$ cat src/rtl/wdi_pkg.sv
package wdi_pkg;
  function automatic int min_int(input int a, input int b);
    return (a < b) ? a : b;
  endfunction

  function automatic int idx_width(input int n);
    return (n > 1) ? $clog2(n) : 1;
  endfunction
endpackage

$ cat src/rtl/wdi_addr_queue.sv
module wdi_addr_queue #(
  parameter int ID_W   = 4,
  parameter int ADDR_W = 16,
  parameter int BEAT_W = 8,
  parameter int Q      = 4,
  parameter int IDX_W  = 2,
  parameter int CTW    = 3
) (
  input  logic              clk,
  input  logic              rst,
  input  logic              push,
  input  logic [ID_W-1:0]   push_id,
  input  logic [ADDR_W-1:0] push_addr,
  input  logic              adv,
  input  logic [IDX_W-1:0]  adv_idx,
  input  logic              adv_last,
  output logic [ID_W-1:0]   q_id   [Q],
  output logic [ADDR_W-1:0] q_addr [Q],
  output logic [BEAT_W-1:0] q_cnt  [Q],
  output logic [CTW-1:0]    q_count
);
  logic [ID_W-1:0]   n_id   [Q];
  logic [ADDR_W-1:0] n_addr [Q];
  logic [BEAT_W-1:0] n_cnt  [Q];
  logic [CTW-1:0]    n_count;

  always_comb begin
    for (int i = 0; i < Q; i++) begin
      n_id[i]   = q_id[i];
      n_addr[i] = q_addr[i];
      n_cnt[i]  = q_cnt[i];
    end
    n_count = q_count;
    if (adv) begin
      if (adv_last) begin
        for (int i = 0; i < Q - 1; i++) begin
          if (i >= int'(adv_idx)) begin
            n_id[i]   = q_id[i+1];
            n_addr[i] = q_addr[i+1];
            n_cnt[i]  = q_cnt[i+1];
          end
        end
        n_count = q_count - CTW'(1);
      end else begin
        n_cnt[adv_idx] = q_cnt[adv_idx] + BEAT_W'(1);
      end
    end
    if (push) begin
      for (int i = 0; i < Q; i++) begin
        if (i == int'(n_count)) begin
          n_id[i]   = push_id;
          n_addr[i] = push_addr;
          n_cnt[i]  = '0;
        end
      end
      n_count = n_count + CTW'(1);
    end
  end

  always_ff @(posedge clk) begin
    for (int i = 0; i < Q; i++) begin
      q_id[i]   <= n_id[i];
      q_addr[i] <= n_addr[i];
      q_cnt[i]  <= n_cnt[i];
    end
    if (rst) q_count <= '0;
    else     q_count <= n_count;
  end

  p_push_room_r2: assert property (@(posedge clk) disable iff (rst)
    push |-> (int'(q_count) < Q));
  p_adv_pending_r9: assert property (@(posedge clk) disable iff (rst)
    adv |-> (int'(adv_idx) < int'(q_count)));
  p_count_step_r7: assert property (@(posedge clk) disable iff (rst)
    (adv && adv_last && !push) |=> (q_count == $past(q_count) - CTW'(1)));
endmodule

$ cat src/rtl/wdi_match.sv
module wdi_match #(
  parameter int ID_W   = 4,
  parameter int BEAT_W = 8,
  parameter int Q      = 4,
  parameter int WIN    = 1,
  parameter int IDX_W  = 2,
  parameter int CTW    = 3
) (
  input  logic [ID_W-1:0]   q_id [Q],
  input  logic [BEAT_W-1:0] q_cnt [Q],
  input  logic [CTW-1:0]    q_count,
  input  logic [ID_W-1:0]   w_id,
  output logic              hit,
  output logic [IDX_W-1:0]  idx,
  output logic              ooo
);
  logic older_idle;

  always_comb begin
    hit = 1'b0;
    idx = '0;
    for (int i = WIN - 1; i >= 0; i--) begin
      if (i < int'(q_count) && q_id[i] == w_id) begin
        hit = 1'b1;
        idx = IDX_W'(i);
      end
    end
    older_idle = 1'b0;
    for (int j = 0; j < WIN; j++) begin
      if (j < int'(idx) && q_cnt[j] == '0) older_idle = 1'b1;
    end
    ooo = hit && (q_cnt[idx] == '0) && older_idle;
  end
endmodule

$ cat src/rtl/wdi_acceptor.sv
module wdi_acceptor
  import wdi_pkg::*;
#(
  parameter int ID_W   = 4,
  parameter int ADDR_W = 16,
  parameter int DATA_W = 32,
  parameter int BEAT_W = 8,
  parameter int DEPTH  = 1,
  parameter int QDEPTH = 4
) (
  input  logic              clk,
  input  logic              rst,
  input  logic              aw_valid,
  output logic              aw_ready,
  input  logic [ID_W-1:0]   aw_id,
  input  logic [ADDR_W-1:0] aw_addr,
  input  logic              w_valid,
  output logic              w_ready,
  input  logic [ID_W-1:0]   w_id,
  input  logic [DATA_W-1:0] w_data,
  input  logic              w_last,
  output logic              bt_valid,
  output logic [ADDR_W-1:0] bt_addr,
  output logic [DATA_W-1:0] bt_data,
  output logic [ID_W-1:0]   bt_id,
  output logic              done_valid,
  output logic [ID_W-1:0]   done_id,
  output logic [BEAT_W-1:0] done_beats,
  output logic              err_nomatch,
  output logic              err_order
);
  localparam int WIN   = min_int(DEPTH, QDEPTH);
  localparam int IDX_W = idx_width(QDEPTH);
  localparam int CTW   = $clog2(QDEPTH + 1);

  logic [ID_W-1:0]   q_id   [QDEPTH];
  logic [ADDR_W-1:0] q_addr [QDEPTH];
  logic [BEAT_W-1:0] q_cnt  [QDEPTH];
  logic [CTW-1:0]    q_count;
  logic              hit, ooo, take_aw, take_w;
  logic [IDX_W-1:0]  idx;

  assign aw_ready = (int'(q_count) < QDEPTH);
  assign w_ready  = 1'b1;
  assign take_aw  = aw_valid && aw_ready;
  assign take_w   = w_valid && hit;

  wdi_addr_queue #(
    .ID_W(ID_W), .ADDR_W(ADDR_W), .BEAT_W(BEAT_W),
    .Q(QDEPTH), .IDX_W(IDX_W), .CTW(CTW)
  ) i_queue (
    .clk(clk), .rst(rst),
    .push(take_aw), .push_id(aw_id), .push_addr(aw_addr),
    .adv(take_w), .adv_idx(idx), .adv_last(w_last),
    .q_id(q_id), .q_addr(q_addr), .q_cnt(q_cnt), .q_count(q_count)
  );

  wdi_match #(
    .ID_W(ID_W), .BEAT_W(BEAT_W), .Q(QDEPTH),
    .WIN(WIN), .IDX_W(IDX_W), .CTW(CTW)
  ) i_match (
    .q_id(q_id), .q_cnt(q_cnt), .q_count(q_count), .w_id(w_id),
    .hit(hit), .idx(idx), .ooo(ooo)
  );

  always_ff @(posedge clk) begin
    if (rst) begin
      bt_valid    <= 1'b0;
      bt_addr     <= '0;
      bt_data     <= '0;
      bt_id       <= '0;
      done_valid  <= 1'b0;
      done_id     <= '0;
      done_beats  <= '0;
      err_nomatch <= 1'b0;
      err_order   <= 1'b0;
    end else begin
      bt_valid   <= take_w;
      done_valid <= take_w && w_last;
      if (take_w) begin
        bt_addr    <= q_addr[idx] + ADDR_W'(q_cnt[idx]);
        bt_data    <= w_data;
        bt_id      <= w_id;
        done_id    <= w_id;
        done_beats <= q_cnt[idx] + BEAT_W'(1);
      end
      err_nomatch <= err_nomatch | (w_valid && !hit);
      err_order   <= err_order | (w_valid && ooo);
    end
  end

  p_beat_source_r5: assert property (@(posedge clk) disable iff (rst)
    bt_valid |-> $past(w_valid));
  p_done_source_r7: assert property (@(posedge clk) disable iff (rst)
    done_valid |-> ($past(w_valid && w_last) && bt_valid));
  p_hit_window_r4: assert property (@(posedge clk) disable iff (rst)
    hit |-> (int'(idx) < WIN && q_id[idx] == w_id));
  p_nomatch_sticky_r9: assert property (@(posedge clk) disable iff (rst)
    err_nomatch |=> err_nomatch);
  p_order_sticky_r8: assert property (@(posedge clk) disable iff (rst)
    err_order |=> err_order);
  p_aw_ready_r2: assert property (@(posedge clk) disable iff (rst)
    (!aw_ready && !(w_valid && hit && w_last)) |=> !aw_ready);
endmodule

$ cat config.mk
export PLATFORM = sky130hd
export DESIGN_NAME = wdi_acceptor
export DESIGN_NICKNAME = d
export VERILOG_FILES = /design/src/rtl/wdi_pkg.sv /design/src/rtl/wdi_addr_queue.sv /design/src/rtl/wdi_match.sv /design/src/rtl/wdi_acceptor.sv
export SDC_FILE = /design/constraint.sdc
export NUM_CORES = 1
export LEC_CHECK = 0
export ABC_AREA = 1
export ABC_CLOCK_PERIOD_IN_PS = 6580
export BUFFER_PORTS_ARGS = -buffer_cell sky130_fd_sc_hd__buf_2
export CORE_MARGIN = 4
export CORE_UTILIZATION = 45
export CTS_CLUSTER_SIZE = 25
export DETAILED_ROUTE_END_ITERATION = 7
export PLACE_DENSITY = 0.67
export SLEW_MARGIN = 20
export SYNTH_ARGS = -nofsm -noshare
export SYNTH_HDL_FRONTEND = slang
export SYNTH_SLANG_ARGS = --single-unit
export TNS_END_PERCENT = 50
$ cat constraint.sdc
create_clock -name clk -period 6.58 [get_ports clk]
set_clock_uncertainty 0.1 [all_clocks]
set_input_delay 0.658 -clock clk [delete_from_list [all_inputs] [get_ports clk]]
set_output_delay 0.658 -clock clk [all_outputs]
set_load 0.1 [all_outputs]
==> results.md <==
- For the pin with the worst max-slew slack, the measured transition is 0.905 ns.
- The largest total area in the synthesized netlist belongs to dfxtp_1.
- The highest fanout seen on the critical path is 57.
- Traced cell by cell, the critical path runs through inv_2 > nand2_1 > nand3_1 > nor2_2 > nand3_2 > inv_2 > buf_4 > nor2_1 > a211oi_1.
- Adding up every negative setup slack in the final design gives 0 ns.
- The sequential-to-total area share from yosys stat is 49.3%.
- Setup violations remaining at the end of the flow were counted as 0.
- The routed wire length is 17,000 um.
- The die covers 0.0183 mm^2.
- The max-slew violation total from the final report is 0.
- Timing analysis after detailed placement gives a worst setup slack of 2.79 ns.
- Measured in cells, the most critical reg-to-reg path has a length of 9.
- The buffers inserted during post-CTS setup optimization is 0.
- The wire-length estimate of the detail-placed layout is 11,600 um.
- The run finished with clean final reports.
- The worst setup path is captured at a flip-flop.
- In this run, the number of DRC markers left after iteration 0 of detailed routing was 349.
- The average wire length per cell after detail routing is 13.2 um.
- The synthesized netlist occupies a cell area of 0.00730 mm^2.
- The first global-routing pass estimated 27,300 um of wire.
- The TritonCTS clock tree is done.
- For this run, design rule violations remaining after detail routing come to 0.
- For this design the top-level I/O count stands at 131.
- The largest voltage drop on the vdd net is 207 uV.
- The critical path's slowest cell is inv_2.
- STA puts the critical path data arrival time at 3.60 ns.
- The reported max-cap violation count is 0.
- The launch point of the worst reg-to-reg path is i_queue.q_count[0]$_SDFF_PP0_.
- The non-filler instance count after layout is 1,287.
- The number of global-route vias before repair is 5,534.
- The post-cts repair resize count is 0.
- The most common cell in the netlist is nand2_1.
- The tree built by TritonCTS fans out to 170 sinks.
- For this run, the total global-route usage over all layers was measured as 18.7%.
- In the synthesized netlist, the cells that appear most often are 226 x nand2_1, 150 x dfxtp_1, 118 x nor2_1, 115 x o21ai_0, 105 x inv_1.
- The cell sitting at the root of the clock tree is a clkbuf_16.
- The required time at the worst-slack endpoint is 6.82 ns.
- For this design the ratio of total power to cell area is 382 mW/mm^2.
- Setup repair after global routing left no endpoint under its margin.
- The initial cell density of the core is 46.0%.
- The number of cells after detailed placement is 1,255.
- The sort of element at the start of the critical path is a flip-flop.
- The time the worst path needs with I/O delays and setup is 3.35 ns.
- The die width is 135 um.
- The number of buffers on the longest clock path is 2.
- The total area inside the core boundary comes to 0.0159 mm^2.
- The type of the most critical hold path is input pin to flip-flop.
- The highest cell delay on the worst timing path is 0.99 ns.
- Counting distinct cell types in the post-synthesis netlist gives 32.
- In this run the number of cells on the critical path is 9.
- The clock transition at the registers of the reported paths is 0.06 ns.
- By area the synthesized netlist is led by dfxtp_1 41%, nand2_1 12%, edfxtp_1 8.2%, o21ai_0 7.9%, nor2_1 6.1%.
- The first-pass iteration count of the detailed router is 5.
- The most used flip-flop cell after synthesis is dfxtp_1.
- The count of nets left with antenna violations once routing finished came out at 0.
- Entering global routing, the biggest net connects 99 pins.
- The count of buffers added on input and output ports is 128.
- The hold-fix buffer count after cts is 0.
- The highest clock rate is 298 MHz.
- The height of the die is 135 um.
- The critical path class is flip-flop to flip-flop.
- The total overflow left after global routing is 0.
- After detailed routing, the number of vias per cell comes to 4.79.
- For the worst-skew pair, the clock arrives at the later sink with an insertion delay of 0.43 ns.
- Synthesis inferred 170 register bits.
- In this run the number of H-tree levels came out at 4.
- The critical path capture point is bt_addr[2]$_SDFFE_PP0N_.
- In this run the mean area of a mapped cell was 7.60 um^2.
- In this run the static leakage power is 0.00419 uW.
- After layout, the worst setup slack is 3.23 ns.
- In this run the biggest area consumer among cell types represents 41.1% of the synthesized area.
- The proportion of register bits with asynchronous set or reset after synthesis is 0%.
- The total number of vias is 6,170.
- The net count of the finished layout is 1,133.
- The most repeated library cell on the critical path is inv_2.
- The final number of hold-violating endpoints is 0.
- The worst path uses 51.0% of the clock period.
- The worst flop-to-flop path endpoint is bt_addr[2]$_SDFFE_PP0N_.
- In this run the tightest slew margin relative to its limit is 39.7%.
- At the end of routability-driven placement, the weighted congestion stood at 0.845.
- The number of buffer and inverter stages on the critical path is 3.
- The fraction of layout cells with a size suffix above 1 is 16.2%.
- Setup slack on the worst reg-to-reg path comes out at 3.23 ns.
- Counting the fill cells in the layout gives 1,556.
- The number of clock buffers added by TritonCTS is 17.
- The number of synthesis warnings is 0.
- The cell count after synthesis came out at 961.
- From synthesis to final layout, the design area changed by 17.7%.
- The count of standard-cell rows is 46.
- The number of nets produced by synthesis is 1,036.
- For this run, the share of the core covered by cells in the final layout is 54.1%.
- The number of antenna diodes in the final layout is 0.
- On the critical path the largest part of the delay comes from buffers and inverters.
- The number of antenna violations at the first check in global routing is 0.
- The number of enable flip-flop cells after synthesis is 20.
- The startpoint of the worst setup timing path is i_queue.q_count[0]$_SDFF_PP0_.
## where the power goes
| part | total [uW] | leakage (uW) | internal, uW | switching (uW) |
|---|---|---|---|---|
| combinational | 832 | 0.00247 | 270 | 563 |
| clock | 1050 | 0.000302 | 645 | 407 |
| sequential | 1400 | 0.00141 | 1280 | 120 |
| total | 3290 | 0.00419 | 2200 | 1090 |
## worst reg2reg max path: stages, from the launching register on
cell      delay, ns
dfxtp_1        0.36
inv_2          0.06
nand2_1        0.07
nand3_1        0.07
nor2_2         0.23
nand3_2        0.71
inv_2          1.01
buf_4          0.44
nor2_1         0.07
a211oi_1       0.15
## placed cells by master (no fill, tap or decap), types with 2 or more instances in the layout
| cell type | count |
|---|---|
| ha_1 | 13 |
| edfxtp_1 | 20 |
| xor2_1 | 7 |
| nand3_1 | 39 |
| dfxtp_1 | 150 |
| inv_2 | 2 |
| nand4_1 | 6 |
| inv_1 | 105 |
| clkinv_2 | 2 |
| nor2_2 | 2 |
| nand2_1 | 226 |
| nand3_2 | 3 |
| buf_2 | 128 |
| o211ai_1 | 32 |
| bufinv_16 | 3 |
| inv_6 | 2 |
| nor3_1 | 7 |
| buf_4 | 7 |
| o21ai_0 | 115 |
| or2_2 | 3 |
| conb_1 | 2 |
| clkbuf_1 | 4 |
| nor2_1 | 118 |
| a31oi_1 | 4 |
| clkbuf_16 | 19 |
| a21oi_1 | 34 |
| o21ai_1 | 2 |
| xnor2_1 | 8 |
## how the worst min path moves through the flow
stage	slack, ns	startpoint	endpoint	cells after the start
after floorplan	0.32	i_queue.q_cnt[14]$_DFF_P_	i_queue.q_cnt[14]$_DFF_P_	2
after global placement	0.33	i_queue.q_cnt[14]$_DFF_P_	i_queue.q_cnt[14]$_DFF_P_	2
after detailed placement	0.34	i_queue.q_cnt[9]$_DFF_P_	i_queue.q_cnt[9]$_DFF_P_	2
after CTS	0.32	aw_addr[14]	i_queue.q_addr[14]$_DFFE_PP_	1
after global routing	0.32	aw_id[0]	i_queue.q_id[0]$_DFFE_PP_	1
final	0.34	aw_id[0]	i_queue.q_id[0]$_DFFE_PP_	1
## layout make-up
| class | instances | area [um^2] | area share [%] |
|---|---|---|---|
| flip-flops and latches | 170 | 3600 | 41.9 |
| multi-input cells | 627 | 3000 | 34.9 |
| repair buffers | 135 | 693 | 8.06 |
| clock buffers | 23 | 490 | 5.71 |
| inverters | 107 | 402 | 4.67 |
| well taps | 216 | 270 | 3.14 |
| clock inverters | 9 | 134 | 1.56 |
## through the flow
step                      power, uW  instance area, um^2  hold slack [ns]
after floorplan                2080                 7300            0.317
after global placement         2240                 7970            0.330
after detailed placement       2250                 7970            0.335
after CTS                      3310                 8600            0.320
after global routing           3500                 8600            0.325
final                          3290                 8600            0.340
## cell families (layout without fill, tap and decap cells)
group | after synthesis | in the layout | synth area share (%)
buffers and inverters | 164 | 274 | 9.58
AO/OA/AOI/OAI | 190 | 190 | 14.3
flip-flops | 170 | 170 | 49.3
other | 2 | 2 | 0.103
adder cells (fa/ha/maj) | 14 | 14 | 2.50
XOR/XNOR | 15 | 15 | 1.80
AND/OR/NAND/NOR | 406 | 406 | 22.4
## registers in the layout, summed over array words and instances (netlist names)
| signal | count |
|---|---|
| i_queue.q_cnt | 24 |
| i_queue.q_count | 3 |
| bt_valid | 1 |
| err_nomatch | 1 |
| done_beats | 8 |
| bt_data | 32 |
| done_id | 4 |
| done_valid | 1 |
| i_queue.q_addr | 64 |
| i_queue.q_id | 16 |
| bt_addr | 16 |
## per-layer routing
layer	global-route usage, %	vias up	wire length (um)
met5	0	-	0
li1	-	3269	-
met3	4.87	11	1120
met1	26.5	2718	8460
met4	5.04	0	154
met2	28.3	172	7240
No activity file was read; power rests on OpenSTA's default activity.
